`config.mk`:
```
export PLATFORM = sky130hd
export DESIGN_NAME = itermac
export DESIGN_NICKNAME = d
export VERILOG_FILES = /design/src/rtl/itermac_pkg.sv /design/src/rtl/itermac_plan.sv /design/src/rtl/itermac_seq.sv /design/src/rtl/itermac_lane.sv /design/src/rtl/itermac_acc.sv /design/src/rtl/itermac.sv
export SDC_FILE = /design/constraint.sdc
export NUM_CORES = 2
export LEC_CHECK = 0
export BUFFER_PORTS_ARGS = -buffer_cell sky130_fd_sc_hd__buf_4
export CAP_MARGIN = 20
export CORE_AREA = 2 2 259 261
export CTS_BUF_LIST = sky130_fd_sc_hd__clkbuf_4
export DETAILED_ROUTE_END_ITERATION = 12
export DIE_AREA = 0 0 261 263
export GPL_ROUTABILITY_DRIVEN = 0
export PLACE_DENSITY_LB_ADDON = 0.15
export SYNTH_ARGS = -nofsm -noshare
export SYNTH_HDL_FRONTEND = slang
export SYNTH_SLANG_ARGS = --single-unit
```
`constraint.sdc`:
```
create_clock -name clk -period 7.5 [get_ports clk]
set_clock_uncertainty 0.1 [all_clocks]
set_input_delay 0.375 -clock clk [delete_from_list [all_inputs] [get_ports clk]]
set_output_delay 0.375 -clock clk [all_outputs]
set_load 0.05 [all_outputs]
```
`src/rtl/itermac_pkg.sv`:
```
package itermac_pkg;
  // opcode fields, MSB first: unsigned, wide, accumulate
  typedef struct packed {
    logic is_uns;
    logic is_wide;
    logic is_acc;
  } mac_op_t;

  // width of the phase and cycle-count registers (max count is 4)
  localparam int unsigned PH_W = 3;
endpackage

```
`src/rtl/itermac_plan.sv`:
```
// Decodes an incoming request: operand extension and cycle count.
module itermac_plan
  import itermac_pkg::*;
#(
  parameter int unsigned HW = 16
) (
  input  mac_op_t           op,
  input  logic [2*HW-1:0]   opa,
  input  logic [2*HW-1:0]   opb,
  output logic [2*HW:0]     a_ext,
  output logic              two_step,
  output logic [PH_W-1:0]   n_cyc
);
  localparam int unsigned FW = 2 * HW;
  localparam int unsigned CN = HW / 2;

  logic fit;

  always_comb begin
    if (op.is_wide) begin
      a_ext = op.is_uns ? {1'b0, opa} : {opa[FW-1], opa};
      fit   = op.is_uns ? (opb[FW-1:HW] == '0)
                        : ((opb[FW-1:HW-1] == '0) || (opb[FW-1:HW-1] == '1));
    end else begin
      a_ext = op.is_uns ? {{(HW+1){1'b0}}, opa[HW-1:0]}
                        : {{(HW+1){opa[HW-1]}}, opa[HW-1:0]};
      fit   = op.is_uns ? (opb[HW-1:CN] == '0)
                        : ((opb[HW-1:CN-1] == '0) || (opb[HW-1:CN-1] == '1));
    end
    two_step = ~fit;
    n_cyc    = PH_W'(1) + PH_W'(two_step) + PH_W'(op.is_wide) + PH_W'(op.is_acc);
  end
endmodule

```
`src/rtl/itermac_seq.sv`:
```
// Busy/phase sequencer and completion pulse.
module itermac_seq
  import itermac_pkg::*;
(
  input  logic            clk,
  input  logic            rst_n,
  input  logic            start,
  input  logic [PH_W-1:0] n_cyc,
  output logic            busy,
  output logic            done,
  output logic            accept,
  output logic            last,
  output logic [PH_W-1:0] ph
);
  logic            busy_q, busy_d;
  logic [PH_W-1:0] ph_q, ph_d;
  logic [PH_W-1:0] tot_q, tot_d;
  logic            done_q, done_d;
  logic            st_en;

  assign accept = start & ~busy_q;
  assign last   = busy_q & (ph_q == (tot_q - PH_W'(1)));
  assign st_en  = accept | busy_q;

  always_comb begin
    busy_d = busy_q;
    ph_d   = ph_q;
    tot_d  = tot_q;
    if (accept) begin
      busy_d = 1'b1;
      ph_d   = '0;
      tot_d  = n_cyc;
    end else if (last) begin
      busy_d = 1'b0;
    end else if (busy_q) begin
      ph_d = ph_q + PH_W'(1);
    end
    done_d = last;
  end

  always_ff @(posedge clk or negedge rst_n) begin
    if (!rst_n) begin
      busy_q <= 1'b0;
      ph_q   <= '0;
      tot_q  <= '0;
      done_q <= 1'b0;
    end else begin
      if (st_en) begin
        busy_q <= busy_d;
        ph_q   <= ph_d;
        tot_q  <= tot_d;
      end
      done_q <= done_d;
    end
  end

  assign busy = busy_q;
  assign done = done_q;
  assign ph   = ph_q;

  assert_accept_R7: assert property (@(posedge clk) disable iff (!rst_n)
    (start && !busy_q) |=> (busy_q && ph_q == '0));

  assert_ignore_start_R8: assert property (@(posedge clk) disable iff (!rst_n)
    (busy_q && !last) |=> (busy_q && ph_q == $past(ph_q) + PH_W'(1) && tot_q == $past(tot_q)));

  assert_count_bound_R6: assert property (@(posedge clk) disable iff (!rst_n)
    busy_q |-> (tot_q >= PH_W'(1) && tot_q <= PH_W'(4)));

  assert_done_pulse_R9: assert property (@(posedge clk) disable iff (!rst_n)
    done_q |=> !done_q);
endmodule

```
`src/rtl/itermac_lane.sv`:
```
// Slice multiplier: one signed (2HW+1) x (HW+1) product per cycle, shifted into the partial sum.
module itermac_lane
  import itermac_pkg::*;
#(
  parameter int unsigned HW = 16
) (
  input  logic            clk,
  input  logic            rst_n,
  input  logic            accept,
  input  logic            busy,
  input  logic            last,
  input  logic [PH_W-1:0] ph,
  input  mac_op_t         op,
  input  logic [2*HW:0]   a_ext,
  input  logic            two_step,
  input  logic [2*HW-1:0] opb,
  input  logic [4*HW-1:0] acc_val,
  output logic [4*HW-1:0] fin
);
  localparam int unsigned FW    = 2 * HW;
  localparam int unsigned AW    = 4 * HW;
  localparam int unsigned CN    = HW / 2;
  localparam int unsigned PW    = FW + HW + 2;
  localparam int unsigned SH_W  = $clog2(HW) + 1;

  logic [FW:0]   a_q;
  logic [FW-1:0] b_q;
  logic          uns_q, wide_q, two_q, accop_q;
  logic [AW-1:0] p_q, p_d;

  logic          hi_step, mul_step, ext_ok;
  logic [HW-1:0] raw_w;
  logic [CN-1:0] raw_n;
  logic [HW:0]   chunk;
  logic [SH_W-1:0] sh;
  logic [PW-1:0] prod;
  logic [AW-1:0] prod_x, term, base;

  always_comb begin
    hi_step  = (ph == PH_W'(1));
    mul_step = busy & ((ph == '0) | (hi_step & two_q));
    ext_ok   = ~uns_q & (hi_step | ~two_q);
    raw_w    = hi_step ? b_q[FW-1:HW] : b_q[HW-1:0];
    raw_n    = hi_step ? b_q[HW-1:CN] : b_q[CN-1:0];
    if (wide_q) begin
      chunk = {ext_ok & raw_w[HW-1], raw_w};
      sh    = hi_step ? SH_W'(HW) : '0;
    end else begin
      chunk = {{(HW+1-CN){ext_ok & raw_n[CN-1]}}, raw_n};
      sh    = hi_step ? SH_W'(CN) : '0;
    end
    prod   = $signed({{(HW+1){a_q[FW]}}, a_q}) * $signed({{(FW+1){chunk[HW]}}, chunk});
    prod_x = {{(AW-PW){prod[PW-1]}}, prod};
    term   = prod_x << sh;
    base   = (ph == '0) ? '0 : p_q;
    p_d    = mul_step ? (base + term) : p_q;
    fin    = p_d + ((accop_q & last) ? acc_val : '0);
  end

  always_ff @(posedge clk or negedge rst_n) begin
    if (!rst_n) begin
      a_q     <= '0;
      b_q     <= '0;
      uns_q   <= 1'b0;
      wide_q  <= 1'b0;
      two_q   <= 1'b0;
      accop_q <= 1'b0;
    end else if (accept) begin
      a_q     <= a_ext;
      b_q     <= opb;
      uns_q   <= op.is_uns;
      wide_q  <= op.is_wide;
      two_q   <= two_step;
      accop_q <= op.is_acc;
    end
  end

  always_ff @(posedge clk or negedge rst_n) begin
    if (!rst_n) begin
      p_q <= '0;
    end else if (busy) begin
      p_q <= p_d;
    end
  end

  // an accumulate operation never finishes on a multiply step (R4 summation cycle)
  assert_acc_stage_R4: assert property (@(posedge clk) disable iff (!rst_n)
    (last && accop_q) |-> !mul_step);

  // a narrow operation uses at most two slice steps
  assert_narrow_steps_R5: assert property (@(posedge clk) disable iff (!rst_n)
    (busy && !wide_q && !accop_q) |-> (ph <= PH_W'(1)));
endmodule

```
`src/rtl/itermac_acc.sv`:
```
// Accumulator and result registers.
module itermac_acc #(
  parameter int unsigned HW = 16
) (
  input  logic            clk,
  input  logic            rst_n,
  input  logic            clr,
  input  logic            last,
  input  logic [4*HW-1:0] fin,
  output logic [4*HW-1:0] acc,
  output logic [4*HW-1:0] res
);
  localparam int unsigned AW = 4 * HW;

  logic [AW-1:0] acc_q, acc_d, res_q;
  logic          acc_en;

  always_comb begin
    acc_en = clr | last;
    if (clr)       acc_d = '0;
    else if (last) acc_d = fin;
    else           acc_d = acc_q;
  end

  always_ff @(posedge clk or negedge rst_n) begin
    if (!rst_n) begin
      acc_q <= '0;
    end else if (acc_en) begin
      acc_q <= acc_d;
    end
  end

  always_ff @(posedge clk or negedge rst_n) begin
    if (!rst_n) begin
      res_q <= '0;
    end else if (last) begin
      res_q <= fin;
    end
  end

  assign acc = acc_q;
  assign res = res_q;

  assert_clear_wins_R10: assert property (@(posedge clk) disable iff (!rst_n)
    clr |=> (acc_q == '0));

  assert_acc_hold_R9: assert property (@(posedge clk) disable iff (!rst_n)
    (!clr && !last) |=> $stable(acc_q));
endmodule

```
`src/rtl/itermac.sv`:
```
module itermac
  import itermac_pkg::*;
#(
  parameter int unsigned HW = 16
) (
  input  logic            clk,
  input  logic            rst_n,
  input  logic            start,
  input  logic [2:0]      op,
  input  logic [2*HW-1:0] opa,
  input  logic [2*HW-1:0] opb,
  input  logic            acc_clr,
  output logic            busy,
  output logic            done,
  output logic [4*HW-1:0] result,
  output logic [2*HW-1:0] acc_hi,
  output logic [2*HW-1:0] acc_lo
);
  localparam int unsigned FW = 2 * HW;
  localparam int unsigned AW = 4 * HW;

  logic [1:0]      rs_q;
  logic            rst_ns;
  mac_op_t         op_s;
  logic [FW:0]     a_ext;
  logic            two_step;
  logic [PH_W-1:0] n_cyc, ph;
  logic            accept, last;
  logic [AW-1:0]   fin, acc;

  // asynchronous assertion, synchronous release
  always_ff @(posedge clk or negedge rst_n) begin
    if (!rst_n) rs_q <= '0;
    else        rs_q <= {rs_q[0], 1'b1};
  end
  assign rst_ns = rs_q[1];

  assign op_s = mac_op_t'(op);

  itermac_plan #(.HW(HW)) u_plan (
    .op(op_s), .opa(opa), .opb(opb),
    .a_ext(a_ext), .two_step(two_step), .n_cyc(n_cyc)
  );

  itermac_seq u_seq (
    .clk(clk), .rst_n(rst_ns), .start(start), .n_cyc(n_cyc),
    .busy(busy), .done(done), .accept(accept), .last(last), .ph(ph)
  );

  itermac_lane #(.HW(HW)) u_lane (
    .clk(clk), .rst_n(rst_ns), .accept(accept), .busy(busy), .last(last),
    .ph(ph), .op(op_s), .a_ext(a_ext), .two_step(two_step), .opb(opb),
    .acc_val(acc), .fin(fin)
  );

  itermac_acc #(.HW(HW)) u_acc (
    .clk(clk), .rst_n(rst_ns), .clr(acc_clr), .last(last), .fin(fin),
    .acc(acc), .res(result)
  );

  assign acc_hi = acc[AW-1:FW];
  assign acc_lo = acc[FW-1:0];

  assert_done_idle_R9: assert property (@(posedge clk) disable iff (!rst_ns)
    done |-> !busy);
endmodule

```
After elaboration in Yosys (flattened, before gate mapping)

Index checks and enable logic that the tools add are counted.

Reduce and logical (&&, ||, !) cells: 14
Shift-type cells: 1
Equality and inequality tests: 5
Bitwise logic cells: 16
Add/sub/neg operators: 7
Multipliers: 1
Mux-type cells: 22

Operators by type and width:

| operator               | number |
|---|---|
| $mux W64               | 5 |
| $add A64 B64 Y64       | 2 |
| $mux W33               | 3 |
| $shl A64 B5 Y64        | 1 |
| $mul A33 B17 Y50       | 1 |
| $eq A17 B17 Y1 const B | 1 |
| $logic_not A17 Y1      | 1 |
| $mux W17               | 1 |
| $logic_not A16 Y1      | 1 |
| $mux W16               | 1 |
| $mux W5                | 2 |
| $eq A9 B9 Y1 const B   | 1 |
| $logic_not A9 Y1       | 1 |
| $mux W3                | 3 |
| $and A1 B1 Y1          | 8 |
| $logic_not A8 Y1       | 1 |
| $mux W8                | 1 |
| $add A3 B1 Y3          | 2 |
| $reduce_and A2 Y1      | 3 |
| $reduce_bool A2 Y1     | 3 |
| $mux W1                | 5 |
| $mux W4                | 1 |
| $not A1 Y1             | 4 |
| $or A1 B1 Y1           | 4 |
| other kinds (9)        | 10 |

Output and inout port bits: 130
Register bits after elaboration: 271
Input port bits: 71

Longest topological paths before layout

Word-level depth: 12
Mapped depth: 59
Depth with buffers taken out: 57

Modules after synthesis

Synthesis repeated with hierarchy kept, for this count alone.

Cell total of the unflattened synthesis: 4627
Area total of the unflattened synthesis: 39382.8 µm²

By module, submodules not included:

| module       | area each (µm²) | sequential area each (µm²) | cells each | instances |
|---|---|---|---|---|
| itermac_lane | 33517.1         | 3328.2                     | 4037       | 1 |
| itermac_acc  | 4885.9          | 3203.1                     | 476        | 1 |
| itermac_plan | 479.2           | 0.0                        | 70         | 1 |
| itermac_seq  | 446.7           | 200.2                      | 41         | 1 |
| itermac      | 53.8            | 50.0                       | 3          | 1 |

Least setup slack after synthesis

No wires, ideal clock.

Kind: register -> register
Start point: register u_seq.ph_q[1] (netlist: u_seq.ph[1])
End point: register u_acc.acc_q[62] (netlist: u_acc.acc[62])
Library setup time: 0.096 ns
Clock period less this slack: 11.923 ns
Setup slack: -4.423 ns
Data arrival time: 11.727 ns
Cell stages (with the launch flop): 56
Data required time: 7.304 ns
Cell sequence: dfrtp_1 > inv_1 > ha_1 > nor2b_1 > clkbuf_1 > clkbuf_1 > nand2_1 > a31oi_1 > clkbuf_1 > nand2_1 > fa_1 > inv_1 > fa_1 > inv_1 > fa_1 > inv_1 > fa_1 > fa_1 > [20 not listed] > o31ai_1 > nor2_1 > o21ai_0 > xnor2_1 > o21ai_0 > ha_1 > a21o_1 > or3_1 > a31oi_1 > nor4_1 > a311oi_1 > o221ai_1 > o21ba_2 > o31ai_2 > a221oi_1 > a21oi_1 > xnor2_1 > o31ai_1

Longest elaborated chain between the ends: 12
Elaborated cells on any way between the ends: 30

Ends and longest elaborated chain:

| what                                    | line                                   | text |
|---|---|---|
| from (decl)                             | itermac_seq.sv:16                      | `logic [PH_W-1:0] ph_q, ph_d;` |
| from (signal assigned)                  | itermac_seq.sv:50                      | `ph_q <= ph_d;` |
| $eq A3 B1 Y1                            | itermac_lane.sv:40                     | `hi_step = (ph == PH_W'(1));` |
| $or A1 B1 Y1                            | itermac_lane.sv:42                     | `ext_ok = ~uns_q & (hi_step \| ~two_q);` |
| $and A1 B1 Y1                           | itermac_lane.sv:42                     |  |
| $and A1 B1 Y1, on equally long branches | itermac_lane.sv:49, itermac_lane.sv:46 |  |
| $mux W17                                | itermac_lane.sv:45                     | `if (wide_q) begin` |
| $mul A33 B17 Y50                        | itermac_lane.sv:52                     | `prod = $signed({{(HW+1){a_q[FW]}}, a_q}) * $signed({{(FW+1){chunk[HW]}}, chunk});` |
| $shl A64 B5 Y64                         | itermac_lane.sv:54                     | `term = prod_x << sh;` |
| $add A64 B64 Y64                        | itermac_lane.sv:56                     | `p_d = mul_step ? (base + term) : p_q;` |
| $mux W64 *                              | itermac_lane.sv:56                     |  |
| net u_lane.p_d[37]                      | itermac_lane.sv:29                     | `logic [AW-1:0] p_q, p_d;` |
| $add A64 B64 Y64 *                      | itermac_lane.sv:57                     | `fin = p_d + ((accop_q & last) ? acc_val : '0);` |
| $mux W64 *                              | itermac_acc.sv:21                      | `else if (last) acc_d = fin;` |
| $mux W64 *                              | itermac_acc.sv:20                      | `if (clr) acc_d = '0;` |
| to (signal assigned)                    | itermac_acc.sv:27                      | `acc_q <= '0;` |
| to (signal assigned)                    | itermac_acc.sv:29                      | `acc_q <= acc_d;` |
| to (decl)                               | itermac_acc.sv:15                      | `logic [AW-1:0] acc_q, acc_d, res_q;` |

The timed path passes the listed nets; every way through them passes the cells marked *. The select of a mux whose other input is x is not followed.
A chain may end at the register's enable or synchronous reset.

Worst setup path after layout

Start point: register u_seq.ph_q[1] (netlist: u_seq.ph[1])
End point: register u_acc.acc_q[60] (netlist: u_acc.acc[60])

Same word-level chain as after synthesis.

==> results.tsv <==
metric	value	unit
yosysSeqAreaShare	17.6	%
routed_wl	141	mm
grt_setup_unrepaired	yes	
grt_pass1_vias	39950	
cp.buffers_inverters	14	
drcViolationCount	0	
portBuffers	200	
grt_max_degree	163	
dr.pass1.iters	8	
post_dp_cell_area	47300	µm²
drv_slew	0	
vias_per_cell	5.91	
finalNetCount	6663	
cts_tree	yes	
grt_pass1_wl	205	mm
cts.clk_slew.worst_paths	70	ps
critPathMaxFanout	8	
ys_types	76	
yosysTopAreaCell	fa_1	
drtAntennaViolNets	0	
drive_gt1_share	30.6	%
clockBufferDepth	3	
rows	94	
yosysMostFrequentCell	nand2_1	
path_class	reg -> reg	
setup_viol	169	
worstMarginPinSlew	1230	ps
synth_top_area_share	28.0	%
cts_sinks	271	
cts_root_buffer	clkbuf_4	
hold_path.class	in -> reg	
syn_nets	5515	
syn-cell-area	38500	µm²
area_growth	38.5	%
cp_top_family	compound AO/OA/AOI/OAI gates	
finalCritPeriodShare	166	%
cts_made_buffers	80	
synth_edf_count	0	
endpoint_kind	flip-flop	
ys_seq_elements	271	
hpwl	92.4	mm
fin_crit	12470	ps
avgSynthCellArea	8.27	µm²
synth_cells	4657	
coreArea	65600	µm²
slowest_delay	550	ps
drv_cap	0	
first_iter_violations	3719	
required	8170	ps
synth_commonest_cells	nand2_1 (963), inv_1 (642), fa_1 (539), dfrtp_1 (271), and2_1 (255)	
relSlewSlack	18.2	%
synthFlopType	dfrtp_1	
tns	-506390	ps
start_util	58.7	%
cts-htree-levels	3	
die_w	261	µm
stdcell_area	53400	µm²
fmax	0.0802	GHz
grt.total_usage	37.4	%
wl_per_cell	20.9	µm
ys_async_sr_fraction	100	%
grt_overflow_total	0	
worstSkewPairLatency	930	ps
io-pin-count	201	
outcome	finished, violations left	
die_h	263	µm
layout_setup_ws	-4970	ps
holdWs	83.0	ps
slowest_stage	fa_1	
vias	39821	
hold_viol	0	
cp-start-kind	flip-flop	
antenna_found_initial	7	
critical_path_arrival	13140	ps
cpMostUsedCell	fa_1	
yosys-top-cells-area	fa_1 (28%), dfrtp_1 (18%), nand2_1 (9.4%)	
violations	setup timing	
yosysWarningCount	0	
dieArea	68600	µm²
[metrics by stage]
stage,util [%],instances,setup WS [ps]
floorplan,-,4657,-3560
global placement,72.1,6324,-4330
detailed placement,72.1,6324,-4710
CTS,78.3,6649,-4300
global route,81.3,6735,-5240
finish,81.3,6736,-4970
[path summary, 6_finish.rpt]
kind | endpoint | cells after the start | slack [ps] | startpoint
worst max-delay path | u_acc.acc[60] | 58 | -4970 | u_seq.ph[1]
worst min-delay path | u_lane.a_q[13] | 4 | 80 | opa[13]
worst max register to register | u_acc.acc[60] | 58 | -4970 | u_seq.ph[1]
worst min register to register | u_acc.res[3] | 0 | 210 | rs_q[1]
max in group asynchronous | u_lane.p_q[59] | 1 | 5590 | rs_q[1]
min in group asynchronous | u_acc.res[3] | 0 | 210 | rs_q[1]
[what timing repair did]
action                     in CTS  in global routing
hold endpoints to repair      123                  0
pin swaps                     153                214
hold buffers                   89                  0
buffers inserted               90                 89
setup endpoints to repair     169                169
gates cloned                    3                  5
resized for setup             301                275
[cell usage in the layout (no fill, tap or decap), types with 45 or more instances in the layout]
cell type	count
a21oi_1	172
xnor2_1	60
nand2_1	930
inv_1	622
o21ai_0	140
a21o_1	107
nor2_1	132
dfrtp_1	269
ha_1	208
nor2b_1	75
fa_1	529
xor2_1	45
buf_4	1136
dlygate4sd3_1	89
clkbuf_4	104
a21oi_2	67
nand3_1	74
o21ai_1	69
and2_1	250
[worst register-to-register path: cells and delay by family, from the launching register on]
| family | cells | cell delay (ps) |
|---|---|---|
| XOR/XNOR | 3 | 680 |
| adder cells (fa/ha/maj) | 10 | 4240 |
| flip-flops | 1 | 390 |
| AND/OR/NAND/NOR | 7 | 660 |
| buffers and inverters | 14 | 1570 |
| AO/OA/AOI/OAI | 24 | 4710 |
[kinds of logic (layout without fill, tap and decap cells)]
family                   after synthesis  count (layout)  synth area share (%)
XOR/XNOR                             161             161                  3.70
AO/OA/AOI/OAI                        826             826                  13.0
adder cells (fa/ha/maj)              787             787                  36.1
AND/OR/NAND/NOR                     1687            1687                  20.0
buffers and inverters                888            2098                  8.66
multiplexers                          36              36                 0.968
other                                  1               6               0.00973
flip-flops                           271             271                  17.6
[area by class of cell]
type / instances / area, µm²
inverter: 643 / 2420
antenna: 5 / 12.5
multi-input combinational: 3498 / 31100
timing repair buffer: 1311 / 10800
clock inverter: 40 / 314
sequential: 271 / 6790
clock buffer: 104 / 781
tap: 864 / 1080
fill: 3743 / 12300
[flip-flops by register name, summed over array words and instances (netlist names), 2 cells and up]
register / cells
u_seq.ph: 3
u_seq.tot_q: 3
u_lane.b_q: 32
rs_q: 2
u_acc.acc: 64
u_lane.a_q: 33
u_lane.p_q: 64
u_acc.res: 64
[routing by layer]
metal  GRT usage [%]  vias to the layer above  routed length (µm)
li1                -                    17173                   -
met1            47.5                    19266               50100
met2            62.0                     2559               66600
met3            5.85                      817               13400
met4            19.3                        6               10900
met5               0                        -                  38
Power is not shown: default switching activity piles up to over one toggle a cycle in this logic, so the estimate is an artifact.
